### src/rtl/irq_prio_pkg.sv
package irq_prio_pkg;
  localparam int NSRC     = 18;
  localparam int LVLW     = 3;
  localparam int NFIXED   = 3;
  localparam int VECW     = $clog2(NSRC + NFIXED);
  localparam int IDXW     = $clog2(NSRC);
  localparam logic [LVLW-1:0] FIXED_LVL = '1;

  typedef enum logic [1:0] {
    FX_RESET = 2'd0,
    FX_DEBUG = 2'd1,
    FX_WDOG  = 2'd2
  } fixed_vec_e;
endpackage

### src/rtl/irq_ctrl_regs.sv
module irq_ctrl_regs #(
  parameter int NSRC = 18,
  parameter int LVLW = 3,
  parameter logic [7:0] BASE = 8'h6E
) (
  input  logic                 clk,
  input  logic                 rst_n,
  input  logic [7:0]           bus_addr,
  input  logic                 bus_we,
  input  logic [7:0]           bus_wdata,
  output logic [7:0]           bus_rdata,
  input  logic [NSRC-1:0]      set_pulse,
  input  logic [NSRC-1:0]      ack_clr,
  output logic [NSRC-1:0]      req_q,
  output logic [NSRC*LVLW-1:0] lvl_q
);
  logic [NSRC-1:0] sel;

  for (genvar k = 0; k < NSRC; k++) begin : g_reg
    assign sel[k] = (bus_addr == BASE + 8'(k));
    always_ff @(posedge clk) begin
      if (!rst_n) begin
        req_q[k] <= 1'b0;
        lvl_q[k*LVLW +: LVLW] <= '0;
      end else begin
        if (set_pulse[k])
          req_q[k] <= 1'b1;
        else if (ack_clr[k] || (bus_we && sel[k] && !bus_wdata[3]))
          req_q[k] <= 1'b0;
        if (bus_we && sel[k])
          lvl_q[k*LVLW +: LVLW] <= bus_wdata[LVLW-1:0];
      end
    end
  end

  always_comb begin
    bus_rdata = '0;
    for (int k = 0; k < NSRC; k++)
      if (sel[k])
        bus_rdata = {4'b0, req_q[k], lvl_q[k*LVLW +: LVLW]};
  end
endmodule

### src/rtl/irq_sampler.sv
module irq_sampler #(
  parameter int NSRC  = 18,
  parameter int LVLW  = 3,
  parameter int HOLDW = 4
) (
  input  logic                 clk,
  input  logic                 rst_n,
  input  logic                 fetch_strobe,
  input  logic [HOLDW-1:0]     hold_cycles,
  input  logic [NSRC-1:0]      req_in,
  input  logic [NSRC*LVLW-1:0] lvl_in,
  input  logic [NSRC-1:0]      ack_clr,
  output logic [NSRC-1:0]      snap_req,
  output logic [NSRC*LVLW-1:0] snap_lvl
);
  logic [HOLDW-1:0] hold_cnt;
  logic             take;

  assign take = fetch_strobe && (hold_cnt == '0);

  always_ff @(posedge clk) begin
    if (!rst_n) begin
      hold_cnt <= '0;
      snap_req <= '0;
      snap_lvl <= '0;
    end else if (take) begin
      hold_cnt <= hold_cycles;
      snap_req <= req_in & ~ack_clr;
      snap_lvl <= lvl_in;
    end else begin
      if (hold_cnt != '0) hold_cnt <= hold_cnt - 1'b1;
      snap_req <= snap_req & ~ack_clr;
    end
  end
endmodule

### src/rtl/irq_chain.sv
module irq_chain #(
  parameter int NSRC = 18,
  parameter int LVLW = 3,
  parameter int IDXW = 5
) (
  input  logic [NSRC-1:0]      req,
  input  logic [NSRC*LVLW-1:0] lvl,
  output logic                 win_hit,
  output logic [IDXW-1:0]      win_idx,
  output logic [LVLW-1:0]      win_lvl
);
  logic [LVLW-1:0] pass_lvl [NSRC+1];
  logic [IDXW-1:0] pass_idx [NSRC+1];

  assign pass_lvl[0] = '0;
  assign pass_idx[0] = '0;

  for (genvar k = 0; k < NSRC; k++) begin : g_stage
    logic take_own;
    assign take_own      = req[k] && (lvl[k*LVLW +: LVLW] > pass_lvl[k]);
    assign pass_lvl[k+1] = take_own ? lvl[k*LVLW +: LVLW] : pass_lvl[k];
    assign pass_idx[k+1] = take_own ? IDXW'(k) : pass_idx[k];
  end

  assign win_hit = (pass_lvl[NSRC] != '0);
  assign win_idx = pass_idx[NSRC];
  assign win_lvl = pass_lvl[NSRC];
endmodule

### src/rtl/irq_prio_resolver.sv
module irq_prio_resolver
  import irq_prio_pkg::*;
#(
  parameter int HOLDW = 4
) (
  input  logic              clk,
  input  logic              rst_n,
  input  logic [7:0]        bus_addr,
  input  logic              bus_we,
  input  logic [7:0]        bus_wdata,
  output logic [7:0]        bus_rdata,
  input  logic [NSRC-1:0]   src_req,
  input  logic              rst_req,
  input  logic              dbg_req,
  input  logic              wdt_req,
  input  logic              fetch_strobe,
  input  logic [HOLDW-1:0]  hold_cycles,
  input  logic              ps_we,
  input  logic              ps_flag_i,
  input  logic [LVLW-1:0]   ps_ipl,
  output logic              flag_i,
  output logic [LVLW-1:0]   ipl,
  output logic              irq_valid,
  input  logic              irq_ready,
  output logic [VECW-1:0]   irq_vector,
  output logic [LVLW-1:0]   irq_level
);
  logic [NSRC-1:0]      req_q, snap_req, ack_clr;
  logic [NSRC*LVLW-1:0] lvl_q, snap_lvl;
  logic                 win_hit;
  logic [IDXW-1:0]      win_idx;
  logic [LVLW-1:0]      win_lvl;
  logic [NFIXED-1:0]    fx_pend;
  logic                 accept, mask_ok, fx_any;
  logic [VECW-1:0]      next_vec;
  logic [LVLW-1:0]      next_lvl;

  assign accept = irq_valid && irq_ready;

  always_comb begin
    ack_clr = '0;
    if (accept && irq_vector >= VECW'(NFIXED))
      ack_clr[irq_vector - VECW'(NFIXED)] = 1'b1;
  end

  irq_ctrl_regs #(.NSRC(NSRC), .LVLW(LVLW)) u_regs (
    .clk(clk), .rst_n(rst_n), .bus_addr(bus_addr), .bus_we(bus_we),
    .bus_wdata(bus_wdata), .bus_rdata(bus_rdata), .set_pulse(src_req),
    .ack_clr(ack_clr), .req_q(req_q), .lvl_q(lvl_q)
  );

  irq_sampler #(.NSRC(NSRC), .LVLW(LVLW), .HOLDW(HOLDW)) u_samp (
    .clk(clk), .rst_n(rst_n), .fetch_strobe(fetch_strobe),
    .hold_cycles(hold_cycles), .req_in(req_q), .lvl_in(lvl_q),
    .ack_clr(ack_clr), .snap_req(snap_req), .snap_lvl(snap_lvl)
  );

  irq_chain #(.NSRC(NSRC), .LVLW(LVLW), .IDXW(IDXW)) u_chain (
    .req(snap_req), .lvl(snap_lvl), .win_hit(win_hit),
    .win_idx(win_idx), .win_lvl(win_lvl)
  );

  // fixed-source pending flags: pulse sets, accept clears
  always_ff @(posedge clk) begin
    if (!rst_n) begin
      fx_pend <= '0;
    end else begin
      for (int f = 0; f < NFIXED; f++) begin
        if (accept && irq_vector == VECW'(f)) fx_pend[f] <= 1'b0;
      end
      if (rst_req) fx_pend[FX_RESET] <= 1'b1;
      if (dbg_req) fx_pend[FX_DEBUG] <= 1'b1;
      if (wdt_req) fx_pend[FX_WDOG]  <= 1'b1;
    end
  end

  assign fx_any  = |fx_pend;
  assign mask_ok = win_hit && (win_lvl > ipl) && !flag_i;

  always_comb begin
    next_vec = VECW'(NFIXED) + VECW'(win_idx);
    next_lvl = win_lvl;
    if (fx_any) begin
      next_lvl = FIXED_LVL;
      if (fx_pend[FX_RESET])      next_vec = VECW'(FX_RESET);
      else if (fx_pend[FX_DEBUG]) next_vec = VECW'(FX_DEBUG);
      else                        next_vec = VECW'(FX_WDOG);
    end
  end

  // offer register: frozen while valid and not ready
  always_ff @(posedge clk) begin
    if (!rst_n) begin
      irq_valid  <= 1'b0;
      irq_vector <= '0;
      irq_level  <= '0;
    end else if (accept) begin
      irq_valid <= 1'b0;
    end else if (!irq_valid && (fx_any || mask_ok)) begin
      irq_valid  <= 1'b1;
      irq_vector <= next_vec;
      irq_level  <= next_lvl;
    end
  end

  always_ff @(posedge clk) begin
    if (!rst_n) begin
      flag_i <= 1'b1;
      ipl    <= '0;
    end else if (accept) begin
      flag_i <= 1'b1;
      ipl    <= irq_level;
    end else if (ps_we) begin
      flag_i <= ps_flag_i;
      ipl    <= ps_ipl;
    end
  end
endmodule

### config.mk
export PLATFORM = sky130hd
export DESIGN_NAME = irq_prio_resolver
export DESIGN_NICKNAME = d
export VERILOG_FILES = /design/src/rtl/irq_prio_pkg.sv /design/src/rtl/irq_ctrl_regs.sv /design/src/rtl/irq_sampler.sv /design/src/rtl/irq_chain.sv /design/src/rtl/irq_prio_resolver.sv
export SDC_FILE = /design/constraint.sdc
export NUM_CORES = 1
export LEC_CHECK = 0
export BUFFER_PORTS_ARGS = -buffer_cell sky130_fd_sc_hd__buf_2
export CAP_MARGIN = 30
export CORE_UTILIZATION = 25
export DETAILED_ROUTE_END_ITERATION = 8
export MAX_ROUTING_LAYER = met4
export PLACE_DENSITY = 0.49
export SYNTH_ARGS = -nofsm -noshare
export SYNTH_HDL_FRONTEND = slang
export SYNTH_HIERARCHICAL = 1
export SYNTH_SLANG_ARGS = --single-unit
### constraint.sdc
create_clock -name clk -period 20.8 [get_ports clk]
set_input_delay 4.16 -clock clk [delete_from_list [all_inputs] [get_ports clk]]
set_output_delay 4.16 -clock clk [all_outputs]
set_load 0.1 [all_outputs]
* Yosys cells after proc, flatten, opt, wreduce, memory -nomap -nowiden
Cells that the tools add are included.
** Word-level totals
- Flip-flop bits (word level) :: 164
- Output and inout bits :: 21
** Cells by class
- Equal/unequal tests :: 20
- Muxes and demuxes :: 107
- Add/subtract/negate cells :: 3
- Order comparisons :: 22
- Bitwise logic cells :: 5
- Reductions and logical operators :: 116
** Operator list (count)
- equality test 8 x 7 -> 1 bit, second input constant :: 18
- two-way mux 5 bit :: 17
- two-way mux 4 bit :: 20
- logical AND 1 bit :: 64
- two-way mux 3 bit :: 21
- > comparator 3 bit :: 18
- nonzero test 2 bit :: 23
- two-way mux 1 bit :: 44
- AND 18 bit :: 2
- two-way mux 18 bit :: 2
- logical OR 1 bit :: 19
- inverter 18 bit :: 1
- less-than comparator 5 x 6 -> 1 bit, second input constant :: 1
- adder 2 x 5 -> 5 bit, first input constant :: 1
- demux 1 bit (select 5 bit) :: 1
- equality test 5 x 1 -> 1 bit, second input constant :: 1
- equality test 5 x 2 -> 1 bit, second input constant :: 1
- >= comparator 5 x 1 -> 1 bit, second input constant :: 1
- >= comparator 5 x 2 -> 1 bit, second input constant :: 1
- zero test 5 bit :: 1
- subtractor 5 x 2 -> 5 bit, second input constant :: 1
- zero test 4 bit :: 1
- two-way mux 2 bit :: 2
- nonzero test 4 bit :: 1
- 8 further kinds :: 11

* Depth between registers and ports, before layout
- Word-level depth :: 60
- Gate-level depth with buffers :: 126
- Depth with buffers taken out :: 124

* Modules after synthesis
Netlist, hierarchy kept.
** By module, submodules not included
- irq_ctrl_regs :: area an instance 4015.1 µm², seq. area each 1441.4 µm², instances 1, cells an instance 491
- irq_sampler :: area an instance 3344.5 µm², seq. area each 1521.5 µm², instances 1, cells an instance 326
- irq_chain :: area an instance 2449.8 µm², seq. area each 0.0 µm², instances 1, cells an instance 383
- irq_prio_resolver :: area an instance 996.0 µm², seq. area each 320.3 µm², instances 1, cells an instance 122

* Least setup slack after synthesis
OpenSTA, ideal clock, no wires.
- Path kind :: reg2reg
- Start :: register u_samp.snap_req[0]
- End :: register irq_level[0]
- Arrival :: 21300 ps
- Setup time :: 124 ps
- Slack :: -624 ps
- Data required time :: 20676 ps
- Stages on the path, launching flop included :: 118
- Period minus slack after synthesis :: 21424 ps
- Cells stage by stage :: dfxtp_1 > nand2_1 > ha_1 > nor2b_1 > o31a_1 > buf_4 > nand2_1 > o21ai_0 > ha_1 > or2_2 > a311oi_1 > o21ai_1 > mux2_4 > ha_1 > nor2_1 > a41oi_1 > a211oi_1 > a21oi_1 > [... 82 more ...] > maj3_1 > and2_1 > clkbuf_1 > nor2_1 > a21oi_1 > ha_1 > nor2b_1 > o21ai_0 > nand2b_1 > and3_1 > o31ai_1 > inv_1 > ha_1 > and3_1 > a211oi_1 > o21bai_2 > buf_2 > mux2i_1
** Between the ends
- Cells in the longest elaborated chain, start to end :: 59
- Elaborated cells on any way between the ends :: 61
** RTL lines
- start, declared :: RTL line irq_sampler.sv:13 : output logic [NSRC-1:0] snap_req,
- start signal, assigned :: RTL line irq_sampler.sv:28 : snap_req <= req_in & ~ack_clr;
- start signal, assigned :: RTL line irq_sampler.sv:32 : snap_req <= snap_req & ~ack_clr;
- logical AND 1 bit * :: RTL line irq_chain.sv:20 : assign take_own = req[k] && (lvl[k*LVLW +: LVLW] > pass_lvl[k]);
- two-way mux 3 bit * :: RTL line irq_chain.sv:21 : assign pass_lvl[k+1] = take_own ? lvl[k*LVLW +: LVLW] : pass_lvl[k];
- > comparator 3 bit :: RTL line irq_chain.sv:20
- logical AND 1 bit :: RTL line irq_chain.sv:20
- two-way mux 3 bit * :: RTL line irq_chain.sv:21
- > comparator 3 bit :: RTL line irq_chain.sv:20
- logical AND 1 bit :: RTL line irq_chain.sv:20
- two-way mux 3 bit * :: RTL line irq_chain.sv:21
- [... 43 more ...]
- logical AND 1 bit :: RTL line irq_chain.sv:20
- two-way mux 3 bit * :: RTL line irq_chain.sv:21
- net win_lvl[0] :: RTL line irq_prio_resolver.sv:32 : logic [LVLW-1:0] win_lvl;
- > comparator 3 bit or nonzero test 3 bit (tied branches) :: RTL line irq_prio_resolver.sv:78, irq_chain.sv:25
- logical AND 1 bit (2 in a row) :: RTL line irq_prio_resolver.sv:78 : assign mask_ok = win_hit && (win_lvl > ipl) && !flag_i;
- logical OR 1 bit :: RTL line irq_prio_resolver.sv:99 : end else if (!irq_valid && (fx_any || mask_ok)) begin
- logical AND 1 bit :: RTL line irq_prio_resolver.sv:99
- AND reduction 2 bit (no line)
- end signal, assigned :: RTL line irq_prio_resolver.sv:102 : irq_level <= next_lvl;
- end, declared :: RTL line irq_prio_resolver.sv:26 : output logic [LVLW-1:0] irq_level
Mark *: on every way through the listed nets, which the timed path passes. The rest lies on a longest branch.
A chain may end at the register's enable or synchronous reset.

* Worst setup path in the final report
- Start :: register u_samp.snap_req[0]
- End :: register irq_vector[0]
** Between the ends
- Cells in the longest elaborated chain, start to end :: 59
- Elaborated cells on any way between the ends :: 79
** RTL lines
- logical AND 1 bit * :: RTL line irq_chain.sv:20
- two-way mux 3 bit * :: RTL line irq_chain.sv:21
- > comparator 3 bit :: RTL line irq_chain.sv:20
- logical AND 1 bit :: RTL line irq_chain.sv:20
- two-way mux 3 bit * :: RTL line irq_chain.sv:21
- > comparator 3 bit :: RTL line irq_chain.sv:20
- logical AND 1 bit :: RTL line irq_chain.sv:20
- two-way mux 3 bit * :: RTL line irq_chain.sv:21
- [... 43 more ...]
- logical AND 1 bit :: RTL line irq_chain.sv:20
- two-way mux 3 bit * :: RTL line irq_chain.sv:21
- net win_lvl[0] :: RTL line irq_prio_resolver.sv:32
- > comparator 3 bit or nonzero test 3 bit (tied branches) :: RTL line irq_prio_resolver.sv:78, irq_chain.sv:25
- logical AND 1 bit * (2 in a row) :: RTL line irq_prio_resolver.sv:78
- logical OR 1 bit * :: RTL line irq_prio_resolver.sv:99
- logical AND 1 bit * :: RTL line irq_prio_resolver.sv:99
- AND reduction 2 bit (no line) *
- end signal, assigned :: RTL line irq_prio_resolver.sv:101 : irq_vector <= next_vec;
- end, declared :: RTL line irq_prio_resolver.sv:25 : output logic [VECW-1:0] irq_vector,
Marked as above.

==> results.py <==
metrics = {
    "outcome": {
        "status": "completed",
    },
    "critical_path": {
        "worstSetupPathType": "flop to flop",
        "crit_family": "compound AO/OA/AOI/OAI gates",
        "setup.worst_path.start_class": "flop",
        "crit_buf_inv": 17,
        "max_stage_delay_ps": 390,
        "cp_max_fo": 7,
        "cp.required_ps": 21130,
        "cpMaxStageDelayCell": "dfxtp_4",
        "worst_setup_path_end_kind": "flop",
        "cp_data_arrival_time_ps": 21000,
    },
    "global_route": {
        "grt_overflow_total": 0,
        "grt_pass1_vias": 9761,
        "antenna_found_initial": 0,
        "grt_use_total_pct": 16.6,
        "grt_pass1_wl_um": 55300,
        "grt_max_degree": 70,
    },
    "synth": {
        "syn_area_per_cell_um2": 8.17,
        "synthDistinctLibCells": 102,
        "yosys.area_share.simple_pct": 27.5,
        "synth_top_cell_by_area": "dfxtp_1",
        "async_reset_ff_share_pct": 0,
        "syn-cell-area_um2": 10800,
        "synth-main-ff-cell": "dfxtp_1",
        "ys_seq_area_share_pct": 30.4,
        "synth_top_family_by_area": "simple AND/OR/NAND/NOR gates",
        "yosysWarningCount": 6,
        "synth_top_area_share_pct": 30.4,
        "synth_edf_count": 0,
        "yosys-mux-area-fraction_pct": 6.98,
        "synth_xor_area_share_pct": 0.324,
        "synthTopCellsByArea": "dfxtp_1, nand2_1, mux2i_1",
        "synthAdderAreaFrac_pct": 3.61,
        "ys_seq_elements": 164,
        "synthCells": 1322,
        "synth_compound_area_share_pct": 24.8,
    },
    "die": {
        "die_h_um": 210,
        "row_count": 75,
        "start_util_pct": 25.5,
        "core_area_um2": 42300,
        "die_width_um": 210,
        "die_area_um2": 44100,
        "boundaryPins": 72,
    },
    "clock_network": {
        "cts_sinks": 164,
        "htreeDepth": 4,
        "clockRootBuffer": "clkbuf_16",
        "clk_latency_ps": 440,
        "cts_buffers": 17,
        "clockBufferDepth": 2,
        "clk_pin_slew_worst_paths_ps": 70,
        "cts_tree": "done",
    },
    "route": {
        "wl_per_cell_um": 17.2,
        "vias": 10329,
        "drt_iter0_drc": 725,
        "first_pass_iters": 7,
        "drtAntennaViolNets": 0,
        "post-route-drc-count": 0,
        "via_per_inst": 5.01,
        "finalWirelength_um": 35500,
    },
    "sta": {
        "worst_slew_pin_slew_ps": 934,
        "timing.fmax_mhz": 48.4,
        "rsz0062_at_grt": "true",
        "hold_viol_final": 0,
        "period_needed_ps": 20680,
        "fin_tns_setup_ps": 0,
        "setup_viol": 0,
        "slew_headroom_pct": 37.7,
        "fin_skew_ps": 15.3,
        "maxSlewViolCount": 0,
        "period_share_pct": 99.4,
    },
    "final_layout": {
        "final_layout_size_suffix_gt1_share_pct": 31.6,
        "n_antenna_cell": 0,
        "area_delta_synth_final_pct": 26.9,
        "fin_util_pct": 32.4,
        "nets": 1549,
    },
    "place": {
        "place.gp.congestion": 0.850,
        "portBuffers": 63,
        "dpl.hpwl_um": 25600,
    },
    "power": {
        "pwr_density_cell_nw_per_um2": 59.9,
        "p_leak_nw": 5.05,
        "ir_drop_mv": 0.0580,
    },
    "run": {
        "maxCapViolCount": 0,
    },
    "worst_hold_path": {
        "hp-class": "flop to flop",
    },
}
-- cells in the mapped netlist, types with 13 or more instances --
master    instances
nor3_2           17
buf_2            18
nand3_2          37
nand2_1         174
nor3b_1          17
dfxtp_1         164
o211ai_1         16
o21ai_0          83
inv_1            47
nand2b_1         13
nor2_1           76
a21boi_0         35
nor3_1           46
clkbuf_1         45
nand3_1          49
mux2i_1          60
and2_1           14
a21oi_1          41
a211oi_1         14
o21a_1           32
o21ai_2          42
ha_1             28
nor2b_1          35
-- worst reg2reg max path, delay by kind of cell (launching register included) --
kind | cells | cell delay, ps
flip-flops | 1 | 390
AND/OR/NAND/NOR | 42 | 5450
adder cells (fa/ha/maj) | 21 | 5570
AO/OA/AOI/OAI | 39 | 5620
buffers and inverters | 17 | 1930
multiplexers | 6 | 1640
-- cell families (layout without fill, tap and decap cells) --
group | count (synthesis) | count (layout)
AOI/OAI and AO/OA | 373 | 373
xor gates and xnor gates | 4 | 4
adders and majority gates | 32 | 32
buffers and inverters | 136 | 294
DFF | 164 | 164
muxes | 71 | 71
other | 1 | 4
and+or+nand+nor | 541 | 541
-- metal layers --
layer	share of wire, %	GRT usage [%]
met4	2.1	4.93
met5	0	-
met1	48	22.6
met3	3.7	1.75
met2	46	25.8
-- worst paths after layout --
kind	startpoint	endpoint	slack, ps	cells past startpoint
setup / recovery	u_samp/snap_req[0]$_SDFF_PN0_	irq_vector[0]$_SDFFE_PN0P_	120	125
hold / removal	u_samp/snap_lvl[34]$_SDFFE_PN0P_	u_samp/snap_lvl[34]$_SDFFE_PN0P_	470	2
setup reg to reg	u_samp/snap_req[0]$_SDFF_PN0_	irq_vector[0]$_SDFFE_PN0P_	120	125
hold reg to reg	u_samp/snap_lvl[34]$_SDFFE_PN0P_	u_samp/snap_lvl[34]$_SDFFE_PN0P_	470	2
-- cell type report --
cell class | count | area, um2
Inverter | 48 | 180
Tap cell | 577 | 722
Clock buffer | 19 | 453
Clock inverter | 13 | 150
Fill cell | 4469 | 28600
Multi-Input combinational cell | 1025 | 7410
Timing Repair Buffer | 214 | 1520
Sequential cell | 164 | 3290
-- cells in the final DEF (no fill, tap or decap), types with 11 or more instances in the layout --
cell / netlist / final
a211oi_1: 14 / 11
a21boi_0: 35 / 35
a21oi_1: 41 / 34
buf_2: 18 / 62
buf_4: 5 / 146
clkbuf_16: 0 / 17
dfxtp_1: 164 / 162
ha_1: 28 / 19
inv_1: 47 / 45
mux2i_1: 60 / 58
nand2_1: 174 / 167
nand2b_1: 13 / 13
nand3_1: 49 / 47
nand3_2: 37 / 39
nor2_1: 76 / 63
nor2b_1: 35 / 33
nor3_1: 46 / 41
nor3_2: 17 / 20
nor3b_1: 17 / 17
o211ai_1: 16 / 16
o21a_1: 32 / 32
o21ai_0: 83 / 72
o21ai_2: 42 / 48
-- stage by stage --
stage                     setup WS, ps  total power [W]  cells  cell area, um2  hold WS (ps)
final                              125         0.000822   2060           13700           469
after global placement           -1240         0.000498   1960           12000           449
after floorplan                   44.0         0.000483   1325           10900           431
after detailed placement         -1490         0.000501   1962           12100           451
after global routing             -1070         0.000856   2060           13700           486
after CTS                         13.6         0.000827   2044           13400           460
-- power by group --
group | switching [W] | total (W) | internal (W)
Clock | 0.000141 | 0.000325 | 0.000185
Combinational | 0.000108 | 0.000153 | 0.0000451
Sequential | 0.0000163 | 0.000343 | 0.000327
-- flip-flops by register name, indices dropped and copies added, names as in the netlist --
| register | count |
|---|---|
| u_samp/snap_lvl | 54 |
| u_regs/req_q | 18 |
| irq_vector | 5 |
| fx_pend | 3 |
| u_samp/snap_req | 18 |
| flag_i | 1 |
| u_samp/hold_cnt | 4 |
| u_regs/lvl_q | 54 |
| irq_valid | 1 |
| ipl | 3 |
| irq_level | 3 |
-- what timing repair did --
| action | CTS | global route |
|---|---|---|
| setup buffers | 53 | 16 |
| endpoints found under the setup margin | 9 | 9 |
| hold buffers | 0 | 0 |
| gates resized for setup | 83 | 27 |
| pin swaps | 89 | 54 |
No activity file was read; power rests on OpenSTA's default activity.
